--- config.mk ---
export PLATFORM = sky130hd
export DESIGN_NAME = usb_pid_tok_dec
export DESIGN_NICKNAME = d
export VERILOG_FILES = /design/src/rtl/usbdec_pkg.sv /design/src/rtl/usbdec_pid_chk.sv /design/src/rtl/usbdec_seq.sv /design/src/rtl/usbdec_fields.sv /design/src/rtl/usb_pid_tok_dec.sv
export SDC_FILE = /design/constraint.sdc
export NUM_CORES = 1
export LEC_CHECK = 0
export ABC_AREA = 1
export BUFFER_PORTS_ARGS = -buffer_cell sky130_fd_sc_hd__buf_2
export CAP_MARGIN = 15
export CORE_UTILIZATION = 35
export CTS_BUF_LIST = sky130_fd_sc_hd__clkbuf_4 sky130_fd_sc_hd__clkbuf_8
export DETAILED_ROUTE_END_ITERATION = 8
export GPL_ROUTABILITY_DRIVEN = 0
export SLEW_MARGIN = 20
export SYNTH_ARGS = -nofsm -noshare
export SYNTH_HDL_FRONTEND = slang
export SYNTH_SLANG_ARGS = --single-unit
--- constraint.sdc ---
create_clock -name clk -period 2 [get_ports clk]
set_input_delay 0.1 -clock clk [delete_from_list [all_inputs] [get_ports clk]]
set_output_delay 0.1 -clock clk [all_outputs]
set_load 0.005 [all_outputs]
--- src/rtl/usbdec_pkg.sv ---
package usbdec_pkg;
  localparam int BYTE_W = 8;
  localparam int NIB_W  = BYTE_W / 2;
  localparam int PAY_W  = 2 * BYTE_W;

  typedef enum logic [1:0] {
    CLS_TOKEN = 2'd0,
    CLS_DATA  = 2'd1,
    CLS_HSK   = 2'd2,
    CLS_SOF   = 2'd3
  } pkt_class_t;

  typedef enum logic [1:0] {
    SQ_IDLE = 2'd0,
    SQ_PAY1 = 2'd1,
    SQ_PAY2 = 2'd2,
    SQ_OVER = 2'd3
  } seq_state_t;
endpackage

--- src/rtl/usbdec_pid_chk.sv ---
module usbdec_pid_chk
  import usbdec_pkg::*;
(
  input  logic [BYTE_W-1:0] pid_byte,
  output logic              pid_good,
  output pkt_class_t        pid_cls,
  output logic [NIB_W-1:0]  pid_nib
);
  logic [NIB_W-1:0] hi_nib;

  always_comb begin
    pid_nib  = pid_byte[NIB_W-1:0];
    hi_nib   = pid_byte[BYTE_W-1:NIB_W];
    pid_good = (hi_nib == ~pid_nib) && (pid_nib[1:0] != 2'b00);
    unique case (pid_nib[1:0])
      2'b01:   pid_cls = (pid_nib == 4'b0101) ? CLS_SOF : CLS_TOKEN;
      2'b11:   pid_cls = CLS_DATA;
      2'b10:   pid_cls = CLS_HSK;
      default: pid_cls = CLS_TOKEN;
    endcase
  end
endmodule

--- src/rtl/usbdec_seq.sv ---
module usbdec_seq
  import usbdec_pkg::*;
(
  input  logic       clk,
  input  logic       rst_sn,
  input  logic       in_valid,
  input  logic       in_first,
  input  logic       in_last,
  input  logic       pid_good,
  input  pkt_class_t pid_cls,
  output logic       cap_b1,
  output logic       fin_tok,
  output logic       fin_sof,
  output logic       len_bad
);
  seq_state_t st_q, st_d;
  logic       sof_q, sof_d;
  logic       opens;

  always_comb begin
    st_d    = st_q;
    sof_d   = sof_q;
    cap_b1  = 1'b0;
    fin_tok = 1'b0;
    fin_sof = 1'b0;
    len_bad = 1'b0;
    opens   = pid_good && ((pid_cls == CLS_TOKEN) || (pid_cls == CLS_SOF));
    if (in_valid) begin
      if (in_first) begin
        len_bad = (st_q != SQ_IDLE) || (opens && in_last);
        sof_d   = (pid_cls == CLS_SOF);
        st_d    = (opens && !in_last) ? SQ_PAY1 : SQ_IDLE;
      end else begin
        unique case (st_q)
          SQ_PAY1: begin
            cap_b1 = 1'b1;
            if (in_last) begin
              len_bad = 1'b1;
              st_d    = SQ_IDLE;
            end else begin
              st_d = SQ_PAY2;
            end
          end
          SQ_PAY2: begin
            if (in_last) begin
              fin_tok = !sof_q;
              fin_sof = sof_q;
              st_d    = SQ_IDLE;
            end else begin
              st_d = SQ_OVER;
            end
          end
          SQ_OVER: begin
            if (in_last) begin
              len_bad = 1'b1;
              st_d    = SQ_IDLE;
            end
          end
          default: ;
        endcase
      end
    end
  end

  always_ff @(posedge clk or negedge rst_sn) begin
    if (!rst_sn) begin
      st_q  <= SQ_IDLE;
      sof_q <= 1'b0;
    end else if (in_valid) begin
      st_q  <= st_d;
      sof_q <= sof_d;
    end
  end

  // an idle cycle leaves the sequencer where it was
  a_r10_idle_hold: assert property (@(posedge clk) disable iff (!rst_sn)
    !in_valid |=> (st_q == $past(st_q)));

  // a stray non-first byte outside a packet produces no event
  a_r9_orphan_quiet: assert property (@(posedge clk) disable iff (!rst_sn)
    (st_q == SQ_IDLE && in_valid && !in_first) |-> !(cap_b1 || fin_tok || fin_sof || len_bad));

  // a completed packet returns the sequencer to idle
  a_r4_done_idle: assert property (@(posedge clk) disable iff (!rst_sn)
    (fin_tok || fin_sof) |=> (st_q == SQ_IDLE));
endmodule

--- src/rtl/usbdec_fields.sv ---
module usbdec_fields
  import usbdec_pkg::*;
#(
  parameter int ADDR_W = 7,
  parameter int ENDP_W = 4
) (
  input  logic                     clk,
  input  logic                     rst_sn,
  input  logic [BYTE_W-1:0]        in_data,
  input  logic [ADDR_W-1:0]        dev_addr,
  input  logic                     cap_b1,
  input  logic                     fin_tok,
  input  logic                     fin_sof,
  output logic                     tok_stb,
  output logic                     sof_stb,
  output logic                     addr_hit,
  output logic [ADDR_W-1:0]        tok_addr,
  output logic [ENDP_W-1:0]        tok_endp,
  output logic [ADDR_W+ENDP_W-1:0] frame_num
);
  localparam int FRAME_W = ADDR_W + ENDP_W;

  logic [BYTE_W-1:0]  b1_q;
  logic [PAY_W-1:0]   payload;
  logic [ADDR_W-1:0]  addr_d;
  logic [ENDP_W-1:0]  endp_d;
  logic [FRAME_W-1:0] frame_d;
  logic               hit_d;

  always_comb begin
    payload = {in_data, b1_q};
    addr_d  = payload[ADDR_W-1:0];
    endp_d  = payload[ADDR_W +: ENDP_W];
    frame_d = payload[FRAME_W-1:0];
    hit_d   = fin_tok && (addr_d == dev_addr);
  end

  always_ff @(posedge clk or negedge rst_sn) begin
    if (!rst_sn) begin
      b1_q      <= '0;
      tok_stb   <= 1'b0;
      sof_stb   <= 1'b0;
      addr_hit  <= 1'b0;
      tok_addr  <= '0;
      tok_endp  <= '0;
      frame_num <= '0;
    end else begin
      tok_stb  <= fin_tok;
      sof_stb  <= fin_sof;
      addr_hit <= hit_d;
      if (cap_b1) begin
        b1_q <= in_data;
      end
      if (fin_tok) begin
        tok_addr <= addr_d;
        tok_endp <= endp_d;
      end
      if (fin_sof) begin
        frame_num <= frame_d;
      end
    end
  end

  // a hit only comes with a token and the address programmed at that time
  a_r5_hit_is_token: assert property (@(posedge clk) disable iff (!rst_sn)
    addr_hit |-> (tok_stb && (tok_addr == $past(dev_addr))));

  // token fields change only with the token strobe
  a_r4_fields_hold: assert property (@(posedge clk) disable iff (!rst_sn)
    !tok_stb |-> ($stable(tok_addr) && $stable(tok_endp)));

  // frame number changes only with the start-of-frame strobe
  a_r6_frame_hold: assert property (@(posedge clk) disable iff (!rst_sn)
    !sof_stb |-> $stable(frame_num));

  // a packet is never decoded as both kinds
  a_r6_one_kind: assert property (@(posedge clk) disable iff (!rst_sn)
    $onehot0({tok_stb, sof_stb}));
endmodule

--- src/rtl/usb_pid_tok_dec.sv ---
module usb_pid_tok_dec
  import usbdec_pkg::*;
#(
  parameter int ADDR_W = 7,
  parameter int ENDP_W = 4
) (
  input  logic                     clk,
  input  logic                     rst_n,
  input  logic [ADDR_W-1:0]        dev_addr,
  input  logic                     in_valid,
  input  logic [7:0]               in_data,
  input  logic                     in_first,
  input  logic                     in_last,
  output logic                     pid_ok,
  output logic                     pid_bad,
  output logic [1:0]               pid_class,
  output logic [3:0]               pid_type,
  output logic                     tok_stb,
  output logic                     sof_stb,
  output logic                     addr_hit,
  output logic                     len_err,
  output logic [ADDR_W-1:0]        tok_addr,
  output logic [ENDP_W-1:0]        tok_endp,
  output logic [ADDR_W+ENDP_W-1:0] frame_num
);
  logic [1:0]       rst_pipe;
  logic             rst_sn;
  logic             pid_good;
  pkt_class_t       pid_cls;
  logic [NIB_W-1:0] pid_nib;
  logic             cap_b1, fin_tok, fin_sof, len_bad;
  logic             pid_take;

  always_ff @(posedge clk or negedge rst_n) begin
    if (!rst_n) rst_pipe <= 2'b00;
    else        rst_pipe <= {rst_pipe[0], 1'b1};
  end
  assign rst_sn = rst_pipe[1];

  usbdec_pid_chk u_chk (
    .pid_byte (in_data),
    .pid_good (pid_good),
    .pid_cls  (pid_cls),
    .pid_nib  (pid_nib)
  );

  usbdec_seq u_seq (
    .clk      (clk),
    .rst_sn   (rst_sn),
    .in_valid (in_valid),
    .in_first (in_first),
    .in_last  (in_last),
    .pid_good (pid_good),
    .pid_cls  (pid_cls),
    .cap_b1   (cap_b1),
    .fin_tok  (fin_tok),
    .fin_sof  (fin_sof),
    .len_bad  (len_bad)
  );

  usbdec_fields #(.ADDR_W(ADDR_W), .ENDP_W(ENDP_W)) u_fld (
    .clk       (clk),
    .rst_sn    (rst_sn),
    .in_data   (in_data),
    .dev_addr  (dev_addr),
    .cap_b1    (cap_b1),
    .fin_tok   (fin_tok),
    .fin_sof   (fin_sof),
    .tok_stb   (tok_stb),
    .sof_stb   (sof_stb),
    .addr_hit  (addr_hit),
    .tok_addr  (tok_addr),
    .tok_endp  (tok_endp),
    .frame_num (frame_num)
  );

  assign pid_take = in_valid && in_first;

  always_ff @(posedge clk or negedge rst_sn) begin
    if (!rst_sn) begin
      pid_ok    <= 1'b0;
      pid_bad   <= 1'b0;
      len_err   <= 1'b0;
      pid_class <= 2'b00;
      pid_type  <= 4'h0;
    end else begin
      pid_ok  <= pid_take && pid_good;
      pid_bad <= pid_take && !pid_good;
      len_err <= len_bad;
      if (pid_take) begin
        pid_class <= pid_cls;
        pid_type  <= pid_nib;
      end
    end
  end

  // identifier verdicts only follow an accepted first byte
  a_r2_after_first: assert property (@(posedge clk) disable iff (!rst_sn)
    (pid_ok || pid_bad) |-> $past(in_valid && in_first));

  // an accepted first byte always yields exactly one verdict
  a_r2_one_verdict: assert property (@(posedge clk) disable iff (!rst_sn)
    (in_valid && in_first) |=> (pid_ok ^ pid_bad));

  // a length error and a completed decode never share a cycle
  a_r7_err_excl: assert property (@(posedge clk) disable iff (!rst_sn)
    len_err |-> !(tok_stb || sof_stb));
endmodule

======== After elaboration in Yosys (flattened, before gate mapping) ========
Index checks and enable logic that the tools add are counted.
word-level totals
  flip-flop bits (word level) ............. 47
  word-level logic and storage cells ...... 70
  input bits .............................. 20
  output and inout bits ................... 34
operators by class
  reduce and logical (&&, ||, !) cells .... 20
  bitwise operators ....................... 1
  multiplexer cells ....................... 23
  eq/ne operators ......................... 11
operators with widths
  cell                  count
  $mux W1               16
  $pmux W2 S3           2
  $eq A2 B2 Y1 const B  5
  $mux W2               5
  $logic_and A1 B1 Y1   8
  $eq A7 B7 Y1          1
  $eq A2 B1 Y1 const B  2
  $eq A4 B3 Y1 const B  1
  $eq A4 B4 Y1          1
  $not A4 Y4            1
  $reduce_bool A2 Y1    2
  $reduce_bool A4 Y1    1
  $logic_not A1 Y1      3
  $ne A3 B3 Y1 const B  1
  $reduce_and A3 Y1     1
  $logic_not A2 Y1      1
  $logic_or A1 B1 Y1    2
  $reduce_and A2 Y1     1
  $reduce_or A2 Y1      1

======== Depth between registers and ports, before layout ========
  depth after elaboration ................. 10
  gate-level depth with buffers ........... 9
  depth with buffers taken out ............ 9

======== Modules after synthesis ========
From an unflattened synthesis, not the netlist that was laid out.
unflattened totals
  cells, all modules ...................... 242
  area total of the unflattened synthesis .. 2103.3 sq um
by module, submodules not included
  module           area each (sq um)  times used  sequential area each (sq um)  cells an instance
  usbdec_fields    1328.8             1           825.8                         140
  usb_pid_tok_dec  376.6              1           275.3                         34
  usbdec_seq       265.3              1           75.1                          40
  usbdec_pid_chk   132.6              1           0.0                           28

======== Worst setup path after synthesis ========
OpenSTA, ideal clock, no wires.
  kind .................................... register to register
  start point ............................. reg u_seq.st_q[0]
  end point ............................... reg u_fld.frame_num[0]
  period minus slack after synthesis ...... 1.165 ns
  library setup time ...................... 0.117 ns
  arrival time ............................ 1.048 ns
  buffers on the path ..................... 1
  stages on the path, launching flop included .. 8
  required time ........................... 1.883 ns
  setup slack ............................. 0.835 ns
  cell sequence ........................... dfrtp_1 -> inv_2 -> nand2_1 -> inv_1 -> nand4_2 -> buf_2 -> nand2_1 -> nand2_1
between the ends
  longest elaborated chain between the ends .. 4
RTL lines
  what                    line                 source
  start, declared         usbdec_seq.sv:16     seq_state_t st_q, st_d;
  start signal, assigned  usbdec_seq.sv:70     st_q <= st_d;
  $eq A2 B2 Y1            usbdec_seq.sv:34     unique case (st_q)
  $mux W1                 usbdec_seq.sv:34
  $mux W1                 usbdec_seq.sv:29     if (in_first) begin
  $mux W1                 usbdec_seq.sv:28     if (in_valid) begin
  end signal, assigned    usbdec_fields.sv:59  frame_num <= frame_d;
  end, declared           usbdec_fields.sv:19  output logic [ADDR_W+ENDP_W-1:0] frame_num
Every way passes these cells.
A chain may end at the register's enable or synchronous reset.

======== Worst setup path after layout ========
  start point ............................. reg u_seq.st_q[0]
  end point ............................... reg u_fld.frame_num[0]
between the ends
  longest elaborated chain between the ends .. 4
RTL lines
  what          line                   source
  $eq A2 B2 Y1  usbdec_seq.sv:34
  $mux W1       usbdec_seq.sv:34
  $mux W1       usbdec_seq.sv:29
  $mux W1       usbdec_seq.sv:28
  via fin_sof   usb_pid_tok_dec.sv:31  logic cap_b1, fin_tok, fin_sof, len_bad;
The timed path passes the listed nets, and every way through them passes these cells.

==> results.txt <==
- The longest clock path from root to sink contains 2 buffers.
* Layout Skew: 0.00557 ns
- Site Rows: 26
- The number of global-route vias before repair came to 1,546.
- Type of origin of the critical path: flop
- The count of final max-slew check failures is 0.
* Part of the total power dissipated in sequential elements: 51.6%
- For this configuration, the core starts out at a cell density of 37.4%.
- TritonCTS built the clock tree.
* Final antenna diode count: 0
* Buffers added on ports: 53
- Number of antenna violations at the first check in global routing: 0
- Power per cell area: 1080 nW/um^2
* Hold Path Cell Cnt: 4
- Excluding fillers, the count of instances in the completed layout stands at 342.
- The clock network burns 28.5% of the power.
- Total of warnings raised by yosys: 0
* Post-route cell area: 2440 um^2
- Cell repeated most along the worst path: sky130_fd_sc_hd__nand2_1
- Quantity of gates resized following cts: 0
- Maximum single-stage delay on the critical path: 0.42 ns
- Number of buffers created by CTS: 5
- DRC marker count from the first detailed-route iteration: 79
- Worst hold path type: in2reg
* Hold-fix buffers at CTS: 1
- The number of buffers and inverters on the critical path is 3.
- Length of routed met2 wiring: 1.85 mm
- Critical-path cell with the highest stage delay: sky130_fd_sc_hd__dfrtp_1
* Depth of the worst register-to-register path: 7
* Detailed-routed wire length on met3: 253 um
- Insertion delay of the later-clocked pin in the worst-skew pair: 0.30 ns
- In this run the power spent charging and discharging nets is 783 uW.
- Terminus of the critical flop-to-flop path: u_fld.frame_num[0]$_DFFE_PN0P_
- Final critical delay including setup and external delays: 1.46 ns
- Floorplan Core Area: 5240 um^2
- Die height: 76.8 um
* Overall die area: 5910 um^2
- Top fanout value on the critical path: 15
- Total negative slack for setup checks: 0 ns
- Run status: completed
* Min-delay src: dev_addr[6]
- After detailed placement, the design holds a cell count of 333.
- Dividing the detail-routed wire length by the instance count gives 12.4 um.
- Most frequently used flop master after synthesis: sky130_fd_sc_hd__dfrtp_1
* Period Utilization, post-route: 72.9%
- Least-Margin Pin Slew: 0.564 ns
- First-pass GRT wire length: 7.30 mm
- Sequential cells were found to cover 60.0% of the synthesized design area.
- Post-synth EDFFs: 0
- Layout Area Growth over Synthesis: 24.3%
- Data on the critical path is required at its endpoint by 2.25 ns.
- In the final routing, the length of wire on met1 measures 2.09 mm.
- After synthesis, the mean cell area works out to 9.25 um^2.
- Setup repair after global routing missed its margin: no
- In the final layout, the share of cells above drive strength 1 is 26.5%.
- Total via count in the routed design: 1,569
- In this run the cell area measured after placement is 2300 um^2.
* DRC violation count after routing: 0
- Share of the synthesized area in the top cell type: 60.0%
* Drt total wl: 4.24 mm
- Number of nets in the layout: 292
- Sw Ratio: 29.8%
- Pin count of the biggest net entering global routing: 46
- Vias/cell: 4.59
- IR analysis of the VDD net gives a maximum drop of 0.500 mV.
- Distinct cells, synth: 27
- Clock slew at reported path FFs: 0.09 ns
* Asr flop ratio synth: 100%
* Global route total overflow: 0
- Final setup violating endpoints: 0
- STA classifies the critical path endpoint as a flop.
- End point of the most critical hold path: u_fld.addr_hit$_DFF_PN0_
* Width of the die: 76.8 um
* Layout filler cell count: 532
- The synthesized design contains 47 register bits.
- Clock root cell: sky130_fd_sc_hd__clkbuf_8
- The wire-length estimate of the detail-placed layout is 3.07 mm.
- The mapped netlist covers 1960 um^2.
- Per report_power, the combinational group accounts for 19.9% of the total.
- Post-synthesis net count: 233
- In the synthesized netlist, the cells that appear most often are 69 x sky130_fd_sc_hd__nand2_1, 47 x sky130_fd_sc_hd__dfrtp_1, 18 x sky130_fd_sc_hd__inv_1.
- Area used by sequential logic in the layout: 1180 um^2
* Leakage power of the design: 0.00133 uW
- Cell type with the largest total area after synthesis: sky130_fd_sc_hd__dfrtp_1
* Most frequently used cell type in the post-synthesis netlist: sky130_fd_sc_hd__nand2_1
- Critical Setup Path Class: reg2reg
- The count of endpoints failing hold in the final timing report is 0.
- Count of maximum capacitance violations: 0
- On the final layout, the worst hold slack is 0.0773 ns.
* TritonCTS Sinks: 47
* Critical path data arrival time: 1.70 ns
- Max-slew headroom at the worst pin: 62.4%
* Buffers inserted during post-CTS setup optimization: 0
- Total global-route track usage: 15.7%
- Routed signal wires occupy layers up through met4.
* Combined area of the multi-input logic cells: 673 um^2
- The worst register-to-register path begins at u_seq.st_q[0]$_DFFE_PN0P_.
- Post-Syn Instances: 212
- Detailed Routing Iterations Pass 1: 4
- Internal power comes to 1840 uW.
* Max Clock Freq: 686 MHz
- Setup slack of the worst register-to-register path: 0.54 ns
- Number of levels the H-tree was split into: 2
- Traced cell by cell, the critical path runs through inv_2, nand2_1, inv_1, nand4_2, clkinv_1, nand2_1, nand2_1.
* Top cells by area, synth: sky130_fd_sc_hd__dfrtp_1 60%, sky130_fd_sc_hd__nand2_1 13%, sky130_fd_sc_hd__o21ai_0 3.6%
* I/O pin count: 54
* Kind of cell with the highest combined delay on the critical path: simple AND/OR/NAND/NOR gates
- Number of nets with antenna violations after detailed routing: 0
[worst reg2reg max path, stage by stage, from the launching register on]
cell and delay [ns]:
sky130_fd_sc_hd__dfrtp_1 0.42, sky130_fd_sc_hd__inv_2 0.07, sky130_fd_sc_hd__nand2_1 0.09, sky130_fd_sc_hd__inv_1 0.12, sky130_fd_sc_hd__nand4_2 0.30, sky130_fd_sc_hd__clkinv_1 0.28
sky130_fd_sc_hd__nand2_1 0.07, sky130_fd_sc_hd__nand2_1 0.06
[sequential cells by signal, indices dropped and copies added, names as in the netlist]
register and flops:
pid_class 2, u_fld.sof_stb 1, len_err 1, pid_type 4
pid_bad 1, rst_pipe 2, u_fld.tok_stb 1, u_fld.tok_endp 4
u_fld.tok_addr 7, u_seq.st_q 2, u_seq.sof_q 1, pid_ok 1
u_fld.addr_hit 1, u_fld.b1_q 8, u_fld.frame_num 11
[power by group through the flow]
stage | logic (uW) | registers (uW) | clock network, uW
finish | 523 | 1350 | 749
global placement | 514 | 1380 | 0
global route | 605 | 1390 | 790
floorplan | 289 | 1350 | 0
detailed placement | 528 | 1380 | 0
CTS | 533 | 1360 | 758
[layer usage]
metal  track usage [%]  up-vias
met5                 0        -
met4              4.62        0
met3              3.81        4
met2              24.0       53
met1              21.8      727
li1                  -      785
[logic make-up (layout without fill, tap and decap cells)]
logic type / after synthesis / after routing / share of synthesized area, %
other: 1 / 1 / 0.191
adder cells (fa/ha/maj): 1 / 1 / 0.638
buffers and inverters: 26 / 86 / 5.68
flip-flops: 47 / 47 / 60.0
AO/OA/AOI/OAI: 34 / 34 / 9.00
XOR/XNOR: 7 / 7 / 3.13
multiplexers: 2 / 2 / 1.15
AND/OR/NAND/NOR: 94 / 94 / 20.2
[how the worst max path moves through the flow]
stage	from	end	slack, ns	cells after the start
final	u_seq.st_q[0]$_DFFE_PN0P_	u_fld.frame_num[0]$_DFFE_PN0P_	0.54	7
after CTS	u_seq.st_q[0]$_DFFE_PN0P_	u_fld.frame_num[5]$_DFFE_PN0P_	0.54	7
after floorplan	rst_pipe[1]$_DFF_PN0_	len_err$_DFF_PN0_	0.59	0
after global routing	u_seq.st_q[0]$_DFFE_PN0P_	u_fld.frame_num[4]$_DFFE_PN0P_	0.34	7
after global placement	u_seq.st_q[0]$_DFFE_PN0P_	u_fld.frame_num[5]$_DFFE_PN0P_	0.58	7
after detailed placement	u_seq.st_q[0]$_DFFE_PN0P_	u_fld.frame_num[5]$_DFFE_PN0P_	0.54	7
[through the flow]
step	util [%]	power [uW]	setup slack [ns]
after floorplan	-	1640	0.595
after global placement	44.0	1890	0.577
after detailed placement	44.0	1910	0.541
after CTS	46.5	2650	0.536
after global routing	46.5	2780	0.342
final	46.5	2630	0.543
[cell usage in the layout (no fill, tap or decap), drive strengths merged]
cell type	count
ha	1
xnor2	5
inv	21
nor2	14
clkbuf	6
bufinv	1
nand4	4
o31ai	1
a31oi	1
mux2	2
clkinv	1
nand3	5
xor2	2
buf	56
nand2	69
dfrtp	47
o21ai	23
a21oi	8
nor3	2
o21bai	1
dlygate4sd3	1
conb	1
[area by class of cell]
cell class	instances	share of cell area, %
Sequential cell	47	48.3
Multi-Input combinational cell	139	27.6
Timing Repair Buffer	57	12.2
Tap cell	70	3.60
Clock buffer	6	3.39
Inverter	21	3.24
Clock inverter	2	1.59
(Power assumes the default switching activity.)
